## src/rtl/kbd_rx_pkg.sv

```systemverilog
package kbd_rx_pkg;
  typedef enum logic [1:0] {
    SEL_NONE = 2'd0,
    SEL_CTRL = 2'd1,
    SEL_DATA = 2'd2
  } kbd_sel_e;

  localparam int RDY_BIT = 0;
  localparam int IEN_BIT = 1;
endpackage

```

## src/rtl/kbd_rx_rst_sync.sv

```systemverilog
module kbd_rx_rst_sync #(
  parameter int STAGES = 2
) (
  input  logic clk,
  input  logic rst_n_in,
  output logic rst_n_out
);
  logic [STAGES-1:0] sync_q;
  logic [STAGES-1:0] sync_d;

  always_comb begin
    sync_d = {sync_q[STAGES-2:0], 1'b1};
  end

  always_ff @(posedge clk or negedge rst_n_in) begin
    if (!rst_n_in) sync_q <= '0;
    else           sync_q <= sync_d;
  end

  assign rst_n_out = sync_q[STAGES-1];
endmodule

```

## src/rtl/kbd_rx_decode.sv

```systemverilog
module kbd_rx_decode
  import kbd_rx_pkg::*;
#(
  parameter int          ADDR_W    = 32,
  parameter logic [31:0] CTRL_ADDR = 32'hFFFF_0000,
  parameter logic [31:0] DATA_ADDR = 32'hFFFF_0004
) (
  input  logic [ADDR_W-1:0] addr,
  input  logic              rd_en,
  input  logic              wr_en,
  output kbd_sel_e          sel,
  output logic              ctrl_wr,
  output logic              data_rd
);
  localparam logic [ADDR_W-1:0] CTRL_A = CTRL_ADDR[ADDR_W-1:0];
  localparam logic [ADDR_W-1:0] DATA_A = DATA_ADDR[ADDR_W-1:0];

  always_comb begin
    if (addr == CTRL_A)      sel = SEL_CTRL;
    else if (addr == DATA_A) sel = SEL_DATA;
    else                     sel = SEL_NONE;
  end

  assign ctrl_wr = wr_en && (sel == SEL_CTRL);
  assign data_rd = rd_en && (sel == SEL_DATA);
endmodule

```

## src/rtl/kbd_rx_state.sv

```systemverilog
module kbd_rx_state #(
  parameter int CHAR_W = 8
) (
  input  logic              clk,
  input  logic              rst_n,
  input  logic              key_vld,
  input  logic [CHAR_W-1:0] key_char,
  input  logic              ctrl_wr,
  input  logic              wr_ien,
  input  logic              data_rd,
  output logic              ready,
  output logic              ien,
  output logic [CHAR_W-1:0] char_q
);
  logic              ready_q, ready_d;
  logic              ien_q, ien_d;
  logic [CHAR_W-1:0] char_d;
  logic              char_en;
  logic              ien_en;

  // Next-state logic with explicit enables
  always_comb begin
    char_en = key_vld;
    ien_en  = ctrl_wr;
    char_d  = key_char;
    ien_d   = wr_ien;
    // arrival has priority over the clearing read
    if (key_vld)      ready_d = 1'b1;
    else if (data_rd) ready_d = 1'b0;
    else              ready_d = ready_q;
  end

  always_ff @(posedge clk or negedge rst_n) begin
    if (!rst_n) begin
      ready_q <= 1'b0;
      ien_q   <= 1'b0;
      char_q  <= '0;
    end else begin
      ready_q <= ready_d;
      if (ien_en)  ien_q  <= ien_d;
      if (char_en) char_q <= char_d;
    end
  end

  assign ready = ready_q;
  assign ien   = ien_q;


  arrive_sets_ready_chk: assert property (@(posedge clk) disable iff (!rst_n)
    key_vld |=> ready_q);

  read_clears_ready_chk: assert property (@(posedge clk) disable iff (!rst_n)
    (data_rd && !key_vld) |=> !ready_q);

  ready_holds_chk: assert property (@(posedge clk) disable iff (!rst_n)
    (ready_q && !data_rd) |=> ready_q);

  char_stable_chk: assert property (@(posedge clk) disable iff (!rst_n)
    !key_vld |=> $stable(char_q));

  ien_load_chk: assert property (@(posedge clk) disable iff (!rst_n)
    ctrl_wr |=> (ien_q == $past(wr_ien)));

  ien_hold_chk: assert property (@(posedge clk) disable iff (!rst_n)
    !ctrl_wr |=> $stable(ien_q));
endmodule

```

## src/rtl/kbd_rx_rdmux.sv

```systemverilog
module kbd_rx_rdmux
  import kbd_rx_pkg::*;
#(
  parameter int DATA_W = 32,
  parameter int CHAR_W = 8
) (
  input  kbd_sel_e          sel,
  input  logic              rd_en,
  input  logic              ready,
  input  logic              ien,
  input  logic [CHAR_W-1:0] char_q,
  output logic [DATA_W-1:0] rd_data
);
  always_comb begin
    rd_data = '0;
    if (rd_en) begin
      unique case (sel)
        SEL_CTRL: begin
          rd_data[RDY_BIT] = ready;
          rd_data[IEN_BIT] = ien;
        end
        SEL_DATA: rd_data[CHAR_W-1:0] = char_q;
        default:  rd_data = '0;
      endcase
    end
  end
endmodule

```

## src/rtl/kbd_rx_regs.sv

```systemverilog
module kbd_rx_regs
  import kbd_rx_pkg::*;
#(
  parameter int          ADDR_W      = 32,
  parameter int          DATA_W      = 32,
  parameter int          CHAR_W      = 8,
  parameter int          SYNC_STAGES = 2,
  parameter logic [31:0] CTRL_ADDR   = 32'hFFFF_0000,
  parameter logic [31:0] DATA_ADDR   = 32'hFFFF_0004
) (
  input  logic              clk,
  input  logic              rst_n,
  input  logic [ADDR_W-1:0] addr,
  input  logic              wr_en,
  input  logic [DATA_W-1:0] wr_data,
  input  logic              rd_en,
  output logic [DATA_W-1:0] rd_data,
  input  logic              key_vld,
  input  logic [CHAR_W-1:0] key_char,
  output logic              irq
);
  logic     rst_n_s;
  kbd_sel_e sel;
  logic     ctrl_wr;
  logic     data_rd;
  logic     ready;
  logic     ien;
  logic [CHAR_W-1:0] char_q;
  logic     unused_wr_bits;

  assign unused_wr_bits = ^{wr_data[DATA_W-1:IEN_BIT+1], wr_data[RDY_BIT]};

  kbd_rx_rst_sync #(.STAGES(SYNC_STAGES)) rst_sync_i (
    .clk(clk), .rst_n_in(rst_n), .rst_n_out(rst_n_s)
  );

  kbd_rx_decode #(.ADDR_W(ADDR_W), .CTRL_ADDR(CTRL_ADDR), .DATA_ADDR(DATA_ADDR)) decode_i (
    .addr(addr), .rd_en(rd_en), .wr_en(wr_en),
    .sel(sel), .ctrl_wr(ctrl_wr), .data_rd(data_rd)
  );

  kbd_rx_state #(.CHAR_W(CHAR_W)) state_i (
    .clk(clk), .rst_n(rst_n_s),
    .key_vld(key_vld), .key_char(key_char),
    .ctrl_wr(ctrl_wr), .wr_ien(wr_data[IEN_BIT]), .data_rd(data_rd),
    .ready(ready), .ien(ien), .char_q(char_q)
  );

  kbd_rx_rdmux #(.DATA_W(DATA_W), .CHAR_W(CHAR_W)) rdmux_i (
    .sel(sel), .rd_en(rd_en), .ready(ready), .ien(ien), .char_q(char_q),
    .rd_data(rd_data)
  );

  assign irq = ready & ien;


  irq_drop_on_read_chk: assert property (@(posedge clk) disable iff (!rst_n_s)
    (data_rd && !key_vld) |=> !irq);

  irq_rise_on_arrival_chk: assert property (@(posedge clk) disable iff (!rst_n_s)
    (key_vld && ien && !ctrl_wr) |=> irq);

  ctrl_upper_zero_chk: assert property (@(posedge clk) disable iff (!rst_n_s)
    (rd_en && addr == CTRL_ADDR[ADDR_W-1:0]) |-> (rd_data[DATA_W-1:IEN_BIT+1] == '0));

  data_upper_zero_chk: assert property (@(posedge clk) disable iff (!rst_n_s)
    (rd_en && addr == DATA_ADDR[ADDR_W-1:0]) |-> (rd_data[DATA_W-1:CHAR_W] == '0));

  unmapped_zero_chk: assert property (@(posedge clk) disable iff (!rst_n_s)
    (addr != CTRL_ADDR[ADDR_W-1:0] && addr != DATA_ADDR[ADDR_W-1:0]) |-> (rd_data == '0));

  idle_zero_chk: assert property (@(posedge clk) disable iff (!rst_n_s)
    !rd_en |-> (rd_data == '0));
endmodule

```

## config.mk

```make
export PLATFORM = sky130hd
export DESIGN_NAME = kbd_rx_regs
export DESIGN_NICKNAME = d
export VERILOG_FILES = /design/src/rtl/kbd_rx_pkg.sv /design/src/rtl/kbd_rx_rst_sync.sv /design/src/rtl/kbd_rx_decode.sv /design/src/rtl/kbd_rx_state.sv /design/src/rtl/kbd_rx_rdmux.sv /design/src/rtl/kbd_rx_regs.sv
export SDC_FILE = /design/constraint.sdc
export NUM_CORES = 1
export LEC_CHECK = 0
export ABC_CLOCK_PERIOD_IN_PS = 1650
export BUFFER_PORTS_ARGS = -buffer_cell sky130_fd_sc_hd__clkbuf_2
export CORE_MARGIN = 4
export CORE_UTILIZATION = 30
export DETAILED_ROUTE_END_ITERATION = 10
export PLACE_DENSITY = 0.8
export SYNTH_ARGS = -nofsm -noshare
export SYNTH_HDL_FRONTEND = slang
export SYNTH_SLANG_ARGS = --single-unit
```

## constraint.sdc

```tcl
create_clock -name clk -period 1.65 [get_ports clk]
set_clock_uncertainty 0.15 [all_clocks]
set_input_delay 0.0825 -clock clk [delete_from_list [all_inputs] [get_ports clk]]
set_output_delay 0.0825 -clock clk [all_outputs]
set_load 0.005 [all_outputs]
```

==> results.txt, run 1 <==
share of cells above drive strength 1: 46.1%
HP Class: reg2async
most frequent cells in the layout: clkbuf_2 (52), conb_1 (25), dlygate4sd3_1 (12), dfrtp_1 (12)
Longest Clk Path Bufs: 2
top cell type by total area after synthesis: dfrtp_1
max_cap viols: 0
Vias: 767
fmax: 0.558 GHz
number of global-route vias before repair: 826
CTS clk-pin slew, worst paths: 0.08 ns
final setup margin: -0.143 ns
clock sink count: 12
# rows: 18
RSZ-0062 raised after global routing: yes
crit-path max FO: 3
DP Wirelength: 1570 µm
Hold Vio Cnt, Final: 0
CP Cell Sequence: clkbuf_2 -> or4_4 -> nor4_4 -> buf_4 -> nand3_4 -> nor2_2 -> clkbuf_2
Syn Std Cell Area: 793 µm²
pre-CTS WS: -0.103 ns
clock root buffer: clkbuf_4
die area: 3530 µm²
Placer Congestion: 0.719
VDD IR max: 635 µV
Yosys warnings: 0
top post-synthesis cells by area: dfrtp_1 (38%), buf_4 (23%), mux2_2 (4.3%)
Vias per Instance: 4.17
DR iter-0 viols: 9
Hold WS: 0.00786 ns
final setup violation count: 8
die width: 59.4 µm
Critical Path Start Type: primary input
core area: 2500 µm²
Pleak: 0.667 nW
CP arrival: 1.56 ns
setup TNS: -0.759 ns
largest stage delay on the critical path: 0.53 ns
initial antenna violation count: 0
synthesized flop and latch total: 12
Starting Density: 31.7%
WL final: 2220 µm
WP data required: 1.42 ns
CTS H-tree depth: 1
critical path depth in cells: 7
sequential fraction of the synthesis area: 37.9%
CTS tree: done
most frequent CP cell: clkbuf_2
P&R area growth vs syn: 53.0%
DRC Markers: 0
Post-Synthesis Cells: 84
total CTS buffers: 3
Final Cycle Share: 109%
Reg2Reg Depth: 1
post-route minimum period: 1.79 ns
CP Capture Type: output port
die height: 59.4 µm
CP delay by family, top: simple AND/OR/NAND/NOR gates
n_diodes: 0
Slowest-stage cell, CP: or4_4
most common cell after layout, fill and taps aside: clkbuf_2
GRT Util Overall: 13.7%
global-route wire length before repair: 3640 µm
Clock Latency Late Sink: 0.27 ns
fill count: 234
outcome: finished, violations left
IO buf count: 54
num ports: 110
Avg WL per Cell: 12.1 µm
ANT nets after route: 0
Synth Area per Inst: 9.44 µm²
largest net degree at the start of global routing: 15
total power: 0.697 mW
count of final max-slew check failures: 0
critical path type: in2out
grt total ovfl: 0
Synth top area share: 37.9%
Final nets: 232
failing checks: negative setup slack
Buf/Inv on CP: 3
1st-pass router iterations: 4
PD cells: 575 nW/µm²
Netlist cell types: 23
state kept, by name, summed over array words and instances (netlist names):
signal,flops
state_i.ien,1
state_i.char_q,8
rst_sync_i.sync_q,2
state_i.ready,1
routing by layer:
| metal | vias up | track usage [%] | routed length [µm] |
|---|---|---|---|
| li1 | 373 | - | - |
| met4 | 0 | 4.85 | 22 |
| met3 | 4 | 2.83 | 211 |
| met2 | 45 | 25.4 | 1220 |
| met5 | - | 0 | 0 |
| met1 | 345 | 15.1 | 762 |
path summary, 6_finish.rpt:
| kind | startpoint | to | slack [ns] |
|---|---|---|---|
| min reg2reg | rst_sync_i.sync_q[1] | state_i.char_q[3] | 0.008 |
| max in group asynchronous | rst_n | rst_sync_i.sync_q[0] | 0.68 |
| max reg2reg | state_i.char_q[1] | state_i.char_q[1] | 0.69 |
| min | rst_sync_i.sync_q[1] | state_i.char_q[3] | 0.008 |
| min in group clk | key_vld | state_i.ready | 0.03 |
| max | addr[15] | rd_data[6] | -0.14 |
layout make-up:
type                       instances  area, µm²  area share (%)
inverter                           5       18.8            1.55
tap                               30       37.5            3.09
clock buffer                       4       36.3            2.99
sequential                        12        300            24.7
multi-input combinational         65        415            34.2
timing repair buffer              68        405            33.4
where the power goes:
part           internal, mW  leakage [nW]  total [mW]  switching (mW)
sequential            0.314         0.142       0.327          0.0125
clock                 0.134        0.0210       0.232          0.0982
combinational        0.0758         0.505       0.138          0.0622
kinds of logic after synthesis:
family | count (synthesis) | share of synthesized area [%]
mux | 6 | 8.20
buf+inv | 30 | 25.6
compound gates | 6 | 4.10
simple gates | 28 | 23.3
other cells | 2 | 0.947
flops | 12 | 37.9
synth_stat cells, drive strengths merged:
library cell / n
clkbuf: 1
buf: 24
nand2: 6
dfrtp: 12
nand3: 1
a21o: 1
nand4b: 3
or4: 2
nand4: 3
nor4: 2
and2: 1
inv: 5
mux2: 4
or3: 1
nor2: 8
o21ai: 5
conb: 2
nand4bb: 1
mux2i: 2
stage by stage:
step	area, µm²	std cells	util [%]
final	1210	184	48.5
after global routing	1210	184	48.5
after CTS	1180	184	47.2
after detailed placement	1000	166	40.1
after global placement	1000	166	40.1
after floorplan	880	107	-
repair_timing:
item                                   4_1_cts  5_1_grt
gates resized for setup                      1        8
hold buffers                                12        0
cloned                                       0        0
setup endpoints to repair                    8        8
buffers inserted                             2        0
endpoints found under the hold margin       11        0
pin swaps                                    4        3
Note: power is estimated with default switching activity, not from simulation.
==> inputs of run 2 (changes only) <==
==> constraint.sdc (replaced) <==
create_clock -name clk -period 1.65 [get_ports clk]
set_clock_uncertainty 0.15 [all_clocks]
set_input_delay 0.0825 -clock clk [delete_from_list [all_inputs] [get_ports clk]]
set_output_delay 0.0825 -clock clk [all_outputs]
set_load 0.05 [all_outputs]
==> run 2 against run 1 <==
  * The flow still finishes with violations (negative setup slack)
  * Critical path depth fell by 1
  * Final cell count rose by 0.54%
  * Worst setup slack got worse by 0.050 ns
  * Via count rose by 4.6%
  * Routed wire length rose by 1.5%
  * Combinational power rose by 79%
  * Critical path type unchanged
==> results.txt, run 2 (synthesized netlist as in run 1, its figures left out) <==
clock sink count: 12
ANT nets after route: 0
WL final: 2250 µm
1st-pass router iterations: 3
Biggest register: state_i.char_q
DRC Markers: 0
Longest Clk Path Bufs: 2
die width: 59.4 µm
Largest register FFs: 8
fmax: 0.543 GHz
NetSw: 0.280 mW
highest routed layer: met4
die height: 59.4 µm
Vias: 802
global-route wire length before repair: 3390 µm
Placer Congestion: 0.699
HP Class: reg2async
grt total ovfl: 0
fill count: 218
final setup violation count: 9
most common cell after layout, fill and taps aside: clkbuf_2
Clock Power Share: 28.5%
core area: 2500 µm²
Pleak: 0.685 nW
Buf/Inv on CP: 2
FF-to-FF setup slack: 0.73 ns
CP arrival: 1.61 ns
post-route minimum period: 1.84 ns
initial antenna violation count: 0
Hold WS: 0.0123 ns
Vias per Instance: 4.34
Placed Cells: 168
Clock Latency Late Sink: 0.27 ns
Final nets: 233
critical path type: in2out
R2R Path End: state_i.char_q[6]
PD cells: 591 nW/µm²
final setup margin: -0.192 ns
WP data required: 1.42 ns
met3 WL post-DR: 315 µm
met2 WL: 1250 µm
Metal-1 WL: 615 µm
outcome: finished, violations left
CTS clk-pin slew, worst paths: 0.07 ns
Slowest-stage cell, CP: or4_4
Final Cycle Share: 112%
CP Cell Sequence: clkbuf_2 -> or4_4 -> nor4_4 -> nand4_4 -> nor2_4 -> buf_8
RSZ-0062 raised after global routing: yes
Critical Path Start Type: primary input
n_diodes: 0
most frequent cells in the layout: clkbuf_2 (46), conb_1 (25), dlygate4sd3_1 (12), dfrtp_1 (12), nor2_4 (8)
Starting Density: 31.7%
Cell Int Power: 0.524 mW
max_cap viols: 0
num ports: 110
IO buf count: 54
DR iter-0 viols: 2
CP Capture Type: output port
Post-Layout Cell Count: 185
die area: 3530 µm²
FF-to-FF Start: state_i.char_q[6]
CP delay by family, top: simple AND/OR/NAND/NOR gates
sequential fraction of design power: 40.7%
largest net degree at the start of global routing: 15
Regs by FF count: state_i.char_q (8), rst_sync_i.sync_q (2)
critical path depth in cells: 6
# rows: 18
VDD IR max: 517 µV
CTS tree: done
total CTS buffers: 3
count of final max-slew check failures: 0
CTS H-tree depth: 1
number of global-route vias before repair: 810
combinational fraction of design power: 30.8%
clock root buffer: clkbuf_4
Setup crit end: rd_data[7]
Setup crit start: addr[9]
Hold Vio Cnt, Final: 0
share of cells above drive strength 1: 51.0%
failing checks: negative setup slack
switching share of power: 34.8%
DP Wirelength: 1660 µm
P&R area growth vs syn: 71.5%
GRT Util Overall: 13.0%
Avg WL per Cell: 12.2 µm
largest stage delay on the critical path: 0.53 ns
crit-path max FO: 6
Reg2Reg Depth: 1
## run 2: cell type report
| class | count | area, µm² | share of cell area, % |
|---|---|---|---|
| flip-flops and latches | 12 | 300 | 22.1 |
| clock buffers | 4 | 36.3 | 2.67 |
| multi-input cells | 65 | 465 | 34.2 |
| well taps | 30 | 37.5 | 2.76 |
| repair buffers | 69 | 502 | 36.9 |
| inverters | 5 | 18.8 | 1.38 |
## run 2: power groups by stage
stage / Combinational [mW] / Sequential [mW] / Clock (mW)
2_1_floorplan: 0.206 / 0.329 / 0
3_3_place_gp: 0.219 / 0.332 / 0
3_5_place_dp: 0.221 / 0.334 / 0
4_1_cts: 0.245 / 0.328 / 0.237
5_1_grt: 0.266 / 0.331 / 0.252
6_report: 0.247 / 0.328 / 0.229
## run 2: metrics by stage
| step | power, mW | utilization [%] | setup TNS (ns) | area, µm² | worst slack (ns) |
|---|---|---|---|---|---|
| 6_report | 0.804 | 54.4 | -1.45 | 1360 | -0.192 |
| 5_1_grt | 0.849 | 54.4 | -1.89 | 1360 | -0.247 |
| 4_1_cts | 0.811 | 53.5 | -1.68 | 1340 | -0.245 |
| 3_5_place_dp | 0.555 | 44.3 | -2.66 | 1110 | -0.305 |
| 3_3_place_gp | 0.551 | 44.3 | -2.64 | 1110 | -0.314 |
| 2_1_floorplan | 0.535 | - | -0.672 | 953 | -0.116 |
## run 2: layer usage
| metal | up-vias | GRT usage, % |
|---|---|---|
| met2 | 59 | 28.4 |
| met1 | 362 | 10.3 |
| met3 | 6 | 3.05 |
| met4 | 0 | 4.85 |
| met5 | - | 0 |
| li1 | 375 | - |
## run 2: worst min-delay path by stage
stage                                    start              endpoint  slack, ns  cells past startpoint
after global routing      rst_sync_i.sync_q[1]           state_i.ien       0.05                      0
after detailed placement                 rst_n  rst_sync_i.sync_q[0]      -0.27                      1
after CTS                 rst_sync_i.sync_q[1]     state_i.char_q[5]       0.03                      0
final                     rst_sync_i.sync_q[1]     state_i.char_q[5]       0.01                      0
after global placement                   rst_n  rst_sync_i.sync_q[0]      -0.28                      1
after floorplan                          rst_n  rst_sync_i.sync_q[0]      -0.36                      0
## run 2: what timing repair did
| action | CTS | global route |
|---|---|---|
| pin swaps | 6 | 4 |
| buffers inserted | 0 | 1 |
| cloned | 0 | 0 |
| hold buffers | 12 | 0 |
| endpoints found under the hold margin | 11 | 0 |
| resized for setup | 16 | 9 |
| setup endpoints to repair | 8 | 9 |
==> inputs of run 3 (changes only) <==
--- a/config.mk
+++ b/config.mk
@@ -7,6 +7,7 @@
 export LEC_CHECK = 0
 export ABC_CLOCK_PERIOD_IN_PS = 1650
 export BUFFER_PORTS_ARGS = -buffer_cell sky130_fd_sc_hd__clkbuf_2
+export CORE_ASPECT_RATIO = 0.8
 export CORE_MARGIN = 4
 export CORE_UTILIZATION = 30
 export DETAILED_ROUTE_END_ITERATION = 10
==> run 3 against run 2 <==
  * The flow still finishes with violations (negative setup slack)
  * Die area increased by 0.15%
  * Worst hold slack got worse by 0.0044 ns
  * Sequential share of layout area down 0.48 points
  * Count of clock-buffer cells in the layout decreased by 1
  * Largest cell class unchanged
  * Largest power group unchanged
==> results.txt, run 3 (synthesized netlist as in run 1, its figures left out) <==
outcome: finished, violations left
failing checks: negative setup slack
Pleak: 0.695 nW
die area: 3540 µm²
GRT Util Overall: 13.5%
WL final: 2250 µm
FF-to-FF Start: state_i.ien
FF-to-FF setup slack: 0.74 ns
critical path type: in2out
Multi-input gate area: 465 µm²
CTS clk-pin slew, worst paths: 0.07 ns
share of cells above drive strength 1: 51.3%
Clock Latency Late Sink: 0.27 ns
CTS H-tree depth: 1
Final Cycle Share: 111%
final setup margin: -0.179 ns
die width: 65.5 µm
Avg WL per Cell: 11.7 µm
Seq. cell area: 300 µm²
core area: 2480 µm²
DP Area: 1130 µm²
Reg2Reg Depth: 1
die height: 54.0 µm
1st-pass router iterations: 4
max_cap viols: 0
largest net degree at the start of global routing: 15
IO buf count: 54
WP data required: 1.42 ns
Final nets: 235
Vias: 798
crit-path max FO: 3
Biggest register: state_i.char_q
setup TNS: -1.37 ns
Starting Density: 32.0%
clock sink count: 12
# rows: 16
P&R area growth vs syn: 75.2%
clock root buffer: clkbuf_4
HP Class: reg2async
n_diodes: 0
RSZ-0062 raised after global routing: yes
grt total ovfl: 0
total power: 0.751 mW
CP delay by family, top: simple AND/OR/NAND/NOR gates
Placed Cells: 174
DRC Markers: 0
ANT nets after route: 0
Post-Layout Cell Count: 192
Critical Path Start Type: primary input
CP Cell Sequence: clkbuf_2 -> or4_4 -> nor4_4 -> buf_4 -> nand3_4 -> nor2_4 -> buf_8
design area: 1390 µm²
Longest Clk Path Bufs: 2
largest stage delay on the critical path: 0.54 ns
global-route wire length before repair: 3520 µm
CTS tree: done
fmax: 0.547 GHz
Largest register FFs: 8
Buf/Inv on CP: 3
most common cell after layout, fill and taps aside: clkbuf_2
Slowest-stage cell, CP: or4_4
Hold Vio Cnt, Final: 0
Regs by FF count: state_i.char_q (8), rst_sync_i.sync_q (2)
CP arrival: 1.60 ns
VDD IR max: 427 µV
final setup violation count: 9
DP Wirelength: 1800 µm
fill count: 211
Util after Layout: 56.0%
R2R Path End: state_i.ien
CP Capture Type: output port
Placer Congestion: 0.677
number of global-route vias before repair: 820
PD cells: 540 nW/µm²
most frequent cells in the layout: clkbuf_2 (46), conb_1 (25), dlygate4sd3_1 (12), dfrtp_1 (12), nor2_4 (8)
num ports: 110
DR iter-0 viols: 6
total CTS buffers: 3
Vias per Instance: 4.16
count of final max-slew check failures: 0
post-route minimum period: 1.83 ns
initial antenna violation count: 0
-- run 3: cell types whose count changed in the layout (fill, tap and decap cells not counted) --
cell,delta
buf_12,+2
buf_8,-1
buf_6,+1
clkbuf_8,-1
-- run 3: worst max path at each step --
stage,from,cells past startpoint,slack [ns],to
after global placement,addr[9],7,-0.31,rd_data[0]
after detailed placement,addr[9],7,-0.35,rd_data[1]
after floorplan,addr[9],4,-0.12,rd_data[2]
after global routing,addr[10],7,-0.26,rd_data[0]
after CTS,addr[10],6,-0.27,rd_data[4]
final,addr[10],7,-0.18,rd_data[0]
-- run 3: layer usage --
| metal | up-vias | wire length [µm] | track usage (%) | share of wire (%) |
|---|---|---|---|---|
| met5 | - | 0 | 0 | 0 |
| met4 | 0 | 36 | 7.24 | 1.6 |
| met3 | 4 | 245 | 3.34 | 11 |
| met2 | 50 | 1270 | 28.4 | 56 |
| met1 | 368 | 701 | 11.8 | 31 |
| li1 | 376 | - | - | - |
-- run 3: layout make-up --
class                      instances  share of cell area, %
sequential                        12                   21.6
multi-input combinational         65                   33.5
timing repair buffer              71                   38.7
inverter                           5                   1.35
tap                               36                   3.24
clock buffer                       3                   1.62
-- run 3: per-stage QoR --
step | hold WS [ns] | setup slack, ns
final | 0.00785 | -0.179
after global routing | 0.0544 | -0.261
after CTS | 0.0230 | -0.274
after detailed placement | -0.276 | -0.348
after global placement | -0.278 | -0.312
after floorplan | -0.363 | -0.116
-- run 3: repair_timing --
item / in CTS / in global routing
hold buffers: 12 / 0
hold endpoints to repair: 11 / 0
resized for setup: 14 / 9
pin swaps: 4 / 3
setup buffers: 2 / 2
endpoints found under the setup margin: 8 / 10
-- run 3: power by group --
| part | total (mW) | switching [mW] | internal (mW) |
|---|---|---|---|
| clock | 0.175 | 0.0910 | 0.0844 |
| combinational | 0.249 | 0.173 | 0.0760 |
| sequential | 0.326 | 0.0115 | 0.315 |
| total | 0.751 | 0.276 | 0.475 |
